<file path="src/rtl/perp_pkg.sv">
package perp_pkg;

  typedef enum logic [1:0] {
    MODE_CONV = 2'b00,
    MODE_P500 = 2'b01,
    MODE_P1M  = 2'b10
  } perpMode_e;

  // Command word field positions (drive n flag at CMD_DRV_LSB + n)
  localparam int CMD_WGE_BIT = 0;
  localparam int CMD_GAP_BIT = 1;
  localparam int CMD_DRV_LSB = 2;

  typedef struct packed {
    logic loadGlobal;
    logic loadDrives;
    logic clearGlobal;
  } ctrlStrobe_t;

endpackage

</file>
<file path="src/rtl/perp_ctrl.sv">
module perp_ctrl (
  input  logic                 clk,
  input  logic                 rst_n,
  input  logic                 swRst,
  input  logic                 cmdWr,
  input  logic                 owBit,
  output perp_pkg::ctrlStrobe_t strb
);
  import perp_pkg::*;

  always_comb begin
    strb.clearGlobal = swRst;
    strb.loadGlobal  = cmdWr && !swRst;
    strb.loadDrives  = cmdWr && !swRst && owBit;
  end

  // Software reset and a command load never act together
  assert_strobe_exclusive_R9: assert property (@(posedge clk) disable iff (!rst_n)
    $onehot0({strb.loadGlobal, strb.clearGlobal}));

  // Flags only load inside an accepted command
  assert_drive_load_in_cmd_R7: assert property (@(posedge clk) disable iff (!rst_n)
    strb.loadDrives |-> strb.loadGlobal);

endmodule

</file>
<file path="src/rtl/perp_dp.sv">
module perp_dp #(
  parameter int NUM_DRIVES = 4,
  parameter int RATE_W     = 2,
  parameter int PRECOMP_W  = 3,
  parameter int FAST_RATE  = 3,
  localparam int DSEL_W    = (NUM_DRIVES > 1) ? $clog2(NUM_DRIVES) : 1
) (
  input  logic                  clk,
  input  logic                  rst_n,
  input  perp_pkg::ctrlStrobe_t strb,
  input  logic                  cmdWge,
  input  logic                  cmdGap,
  input  logic                  cmdOw,
  input  logic [NUM_DRIVES-1:0] cmdDrv,
  input  logic [DSEL_W-1:0]     driveSel,
  input  logic [RATE_W-1:0]     rateCode,
  input  logic [PRECOMP_W-1:0]  precompIn,
  output logic [1:0]            modeOut,
  output logic [PRECOMP_W-1:0]  precompOut
);
  import perp_pkg::*;

  logic                  wgeQ;
  logic                  gapQ;
  logic [NUM_DRIVES-1:0] drvQ;
  perpMode_e             driveMode [NUM_DRIVES];
  perpMode_e             selMode;
  perpMode_e             rateVariant;

  always_ff @(posedge clk or negedge rst_n) begin
    if (!rst_n) begin
      wgeQ <= 1'b0;
      gapQ <= 1'b0;
    end else if (strb.clearGlobal) begin
      wgeQ <= 1'b0;
      gapQ <= 1'b0;
    end else if (strb.loadGlobal) begin
      wgeQ <= cmdWge;
      gapQ <= cmdGap;
    end
  end

  always_ff @(posedge clk or negedge rst_n) begin
    if (!rst_n)               drvQ <= '0;
    else if (strb.loadDrives) drvQ <= cmdDrv;
  end

  assign rateVariant = (rateCode == RATE_W'(FAST_RATE)) ? MODE_P1M : MODE_P500;

  for (genvar i = 0; i < NUM_DRIVES; i++) begin : g_drive
    always_comb begin
      if (wgeQ)                driveMode[i] = gapQ ? MODE_P1M : MODE_P500;
      else if (gapQ)           driveMode[i] = MODE_CONV;
      else if (drvQ[i])        driveMode[i] = rateVariant;
      else                     driveMode[i] = MODE_CONV;
    end
  end

  assign selMode    = driveMode[driveSel];
  assign modeOut    = selMode;
  assign precompOut = (selMode == MODE_CONV) ? precompIn : '0;

  assert_swrst_keeps_drives_R9: assert property (@(posedge clk) disable iff (!rst_n)
    strb.clearGlobal |=> $stable(drvQ));

  assert_swrst_clears_global_R9: assert property (@(posedge clk) disable iff (!rst_n)
    strb.clearGlobal |=> (!wgeQ && !gapQ));

  assert_no_ow_keeps_drives_R7: assert property (@(posedge clk) disable iff (!rst_n)
    (strb.loadGlobal && !cmdOw) |=> $stable(drvQ));

  assert_perp_zero_precomp_R8: assert property (@(posedge clk) disable iff (!rst_n)
    (modeOut != 2'b00) |-> (precompOut == '0));

  assert_mode_legal_R6: assert property (@(posedge clk) disable iff (!rst_n)
    modeOut != 2'b11);

  assert_fast_global_R3: assert property (@(posedge clk) disable iff (!rst_n)
    (wgeQ && gapQ) |-> (modeOut == 2'b10));

endmodule

</file>
<file path="src/rtl/perp_mode_cfg.sv">
module perp_mode_cfg #(
  parameter int NUM_DRIVES = 4,
  parameter int RATE_W     = 2,
  parameter int PRECOMP_W  = 3,
  parameter int FAST_RATE  = 3,
  localparam int DSEL_W    = (NUM_DRIVES > 1) ? $clog2(NUM_DRIVES) : 1,
  localparam int CMD_W     = perp_pkg::CMD_DRV_LSB + NUM_DRIVES + 1
) (
  input  logic                 clk,
  input  logic                 rst_n,
  input  logic                 swRst,
  input  logic                 cmdWr,
  input  logic [CMD_W-1:0]     cmdWord,
  input  logic [DSEL_W-1:0]    driveSel,
  input  logic [RATE_W-1:0]    rateCode,
  input  logic [PRECOMP_W-1:0] precompIn,
  output logic [1:0]           modeOut,
  output logic [PRECOMP_W-1:0] precompOut
);
  import perp_pkg::*;

  localparam int OW_BIT = CMD_W - 1;

  ctrlStrobe_t strb;

  perp_ctrl u_ctrl (
    .clk   (clk),
    .rst_n (rst_n),
    .swRst (swRst),
    .cmdWr (cmdWr),
    .owBit (cmdWord[OW_BIT]),
    .strb  (strb)
  );

  perp_dp #(
    .NUM_DRIVES (NUM_DRIVES),
    .RATE_W     (RATE_W),
    .PRECOMP_W  (PRECOMP_W),
    .FAST_RATE  (FAST_RATE)
  ) u_dp (
    .clk        (clk),
    .rst_n      (rst_n),
    .strb       (strb),
    .cmdWge     (cmdWord[CMD_WGE_BIT]),
    .cmdGap     (cmdWord[CMD_GAP_BIT]),
    .cmdOw      (cmdWord[OW_BIT]),
    .cmdDrv     (cmdWord[CMD_DRV_LSB +: NUM_DRIVES]),
    .driveSel   (driveSel),
    .rateCode   (rateCode),
    .precompIn  (precompIn),
    .modeOut    (modeOut),
    .precompOut (precompOut)
  );

endmodule

</file>
<file path="config.mk">
export PLATFORM = sky130hd
export DESIGN_NAME = perp_mode_cfg
export DESIGN_NICKNAME = d
export VERILOG_FILES = /design/src/rtl/perp_pkg.sv /design/src/rtl/perp_ctrl.sv /design/src/rtl/perp_dp.sv /design/src/rtl/perp_mode_cfg.sv
export SDC_FILE = /design/constraint.sdc
export NUM_CORES = 1
export LEC_CHECK = 0
export CORE_AREA = 2 2 39 41
export CTS_BUF_LIST = sky130_fd_sc_hd__clkbuf_8 sky130_fd_sc_hd__clkbuf_16
export CTS_CLUSTER_SIZE = 12
export DETAILED_ROUTE_END_ITERATION = 8
export DIE_AREA = 0 0 41 43
export GPL_ROUTABILITY_DRIVEN = 0
export REMOVE_ABC_BUFFERS = 1
export SETUP_SLACK_MARGIN = 0.4
export SYNTH_ARGS = -nofsm -noshare
export SYNTH_HDL_FRONTEND = slang
export SYNTH_HIERARCHICAL = 1
export SYNTH_SLANG_ARGS = --single-unit
</file>
<file path="constraint.sdc">
create_clock -name clk -period 3.45 [get_ports clk]
set_input_delay 0.69 -clock clk [delete_from_list [all_inputs] [get_ports clk]]
set_output_delay 0.69 -clock clk [all_outputs]
set_load 0.01 [all_outputs]
</file>
==> summary.md <==
| Metric | Value |
|---|---|
| Status | `finished, final reports clean` |
| Pin count of the biggest net entering global routing | `8` |
| WL/cell | `around 10 um` |
| CP Launch Type | `input port` |
| Cells after synthesis | `29` |
| Hold WC Path Type | `reg -> reg` |
| Leak pwr | `roughly 0.00029 uW` |
| CTS Buffer Depth | `2` |
| Crit share post-route | `79.94%` |
| Util after Layout | `45.03%` |
| Die area | `between 0.0015 and 0.002 mm^2` |
| PnR worst setup slack | `between 0.6 and 0.7 ns` |
| CORE AREA | `approximately 0.0014 mm^2` |
| Post-synthesis adder-cell area fraction | `0%` |
| TritonCTS Buffers | `3` |
| CTS tree | `built` |
| Net Sw Frac | `21.68%` |
| Critical path class | `in -> out` |
| Drt total wl | `between 700 and 800 um` |
| Initial Util | `~24%` |
| Die X | `~41 um` |
| # IOs | `23` |
| Period minus WS final | `2.758 ns` |
| Largest family of logic cells by synthesized area | `multiplexers` |
| Worst Path Arrival | `2.07 ns` |
| Total grt overflow | `0` |
| Detailed placer's ending HPWL | `604.4 um` |
| Drt pass-1 iters | `2` |
| Post-synthesis mux area share | `about a quarter` |
| Final cell count without fillers | `just over 70` |
| Fmax achieved | `~360 MHz` |
| Sw Pwr | `roughly 57 uW` |
| DRC Markers | `0` |
| CTS root buf | `clkbuf_8` |
| Crit path required time | `2.76 ns` |
| Rel. slew slack | `82.54%` |
| Simple-gate area share of the yosys netlist | `between 15 and 20%` |
| Via-to-Cell Ratio | `about 4.5` |
| Vias in the first global route | `approximately 250` |
| Slew Viols, Final | `0` |
| Setup slack, reg-to-reg | `~2.7 ns` |
| Commonest non-fill, non-tap cells in the layout | `clkdlybuf4s50_1 (16), dfrtp_1 (6), dlygate4sd2_1 (5)` |
| Distinct cells, synth | `13` |
| Detail Route Antenna Nets | `0` |
| Area Growth Syn to Fin | `84.44%` |
| Max Cap Violations | `0` |
| Area contributors post-synth | `dfrtp_1 (44%), mux2_2 (13%), mux4_2 (6.7%), a21oi_1 (5.9%), mux2i_1 (5.9%)` |
| Syn_area_per_cell | `11.65 um^2` |
| Row cnt | `14` |
| Clk Latency, worst-skew pair | `0.22 ns` |
| Share of layout cells above drive strength 1 | `a little under a fifth` |
| Chip height | `around 43 um` |
| Synth top area share | `approximately 44%` |
| Clk_skew | `0 ns` |
| Clk sinks | `6` |
| IO buf count | `22` |
| Seq pwr share | `around a third` |
| Largest area contributor in the netlist | `dfrtp_1` |
| Slew @ Worst Pin | `between 0.2 and 0.3 ns` |
| First-pass GRT wire length | `between 1000 and 1500 um` |
| Worst VDD drop | `~0.00022 V` |
| Initial antenna violation count | `0` |
| Clk slew on worst S/H paths | `roughly 0.04 ns` |
| Htree depth | `1` |
| Post-synthesis compound-gate area fraction | `~11%` |
| Initial drt markers | `4` |
| Final setup viols | `0` |
| XOR/XNOR share of the synthesized area | `0%` |
| Cell-internal power | `205.5 uW` |
| Worst setup EP type | `primary output` |
| Max FO, Critical Path | `3` |
| Total global-route track usage | `approximately a tenth` |
| Power density cells | `~420 mW/mm^2` |
| Hold Violations, Final | `0` |
| Setup WS pre-CTS | `0.3095 ns` |
| Final setup TNS | `0 ns` |
| N_diodes | `0` |
| Combinational Power Share | `28.1%` |
| Commonest non-fill, non-tap cell in the layout | `clkdlybuf4s50_1` |
| Clock network power share | `between 30% and 40%` |
| Via count | `~320` |
| Flops & latches, synth | `6` |
| Sequential fraction of the synthesis area | `roughly 44%` |
| Ys Warns | `6` |
| RSZ-0062 raised after global routing | `false` |
| Nets | `between 70 and 80` |
| Placed insts | `66` |
| Netlist Area Pre-Place | `337.8 um^2` |
## final timing paths
path	start	to	cells past startpoint
worst min register to register	u_dp/drvQ[0]	u_dp/drvQ[0]	1
worst min-delay path	u_dp/drvQ[0]	u_dp/drvQ[0]	1
max in group asynchronous	rst_n	u_dp/drvQ[2]	1
worst max-delay path	driveSel[0]	modeOut[0]	5
worst max register to register	u_dp/drvQ[1]	u_dp/drvQ[1]	1
min in group asynchronous	rst_n	u_dp/gapQ	1
## power by group through the flow
stage,clock network [uW],logic (uW),registers [uW]
floorplan,0,32.8,85.4
global placement,0,72.8,87.8
detailed placement,0,73.6,87.4
CTS,107,75.1,86.5
global route,114,79.8,87.3
finish,102,73.8,86.2
## logic make-up (layout without fill, tap and decap cells)
logic type	count (synthesis)	after routing
compound gates	6	6
buf+inv	2	28
flops	6	6
mux	7	7
simple gates	8	8
## area by class of cell
class                   count  area [um^2]
flip-flops and latches      6        150.1
inverters                   1        3.754
fillers                   135        760.7
well taps                  16        20.02
multi-input cells          21        176.4
clock buffers               3        41.29
repair buffers             24        231.5
## routing by layer
metal,share of wire (%),global-route usage [%],wire length [um]
met1,41,7.973,293
met2,46,14.37,333
met3,13,9.948,95
met4,0,6.000,0
met5,0,0,0
## metrics by stage
step	instance area, um^2	hold slack, ns	power (uW)
global route	623.1	0.5106	281.2
global placement	570.5	0.4951	160.6
floorplan	330.3	0.3944	118.3
detailed placement	570.5	0.4999	160.9
CTS	620.6	0.5079	268.4
finish	623.1	0.4991	262.4
## Yosys cell counts, drive strengths merged
cell    number
mux2         4
a21oi        4
mux4         1
dfrtp        6
nor2         2
mux2i        2
buf          1
and3b        1
nand2b       3
a22o         2
nor4bb       1
nor2b        1
inv          1
## registers in the layout, summed over array words and instances (netlist names)
register / cells
u_dp/drvQ: 4
u_dp/gapQ: 1
u_dp/wgeQ: 1
## worst max-delay path: stages
cell and delay [ns]:
clkdlybuf4s50_1 0.46, mux4_2 0.32, buf_4 0.16, a22o_1 0.16, dlygate4sd2_1 0.28
## timing repair
action | CTS | global route
resized for setup | 5 | 1
setup endpoints to repair | 5 | 2
setup buffers | 2 | 0
hold buffers | 0 | 0
hold endpoints to repair | 0 | 0
pin swaps | 0 | 0
Power figures use the tool's default switching activity.
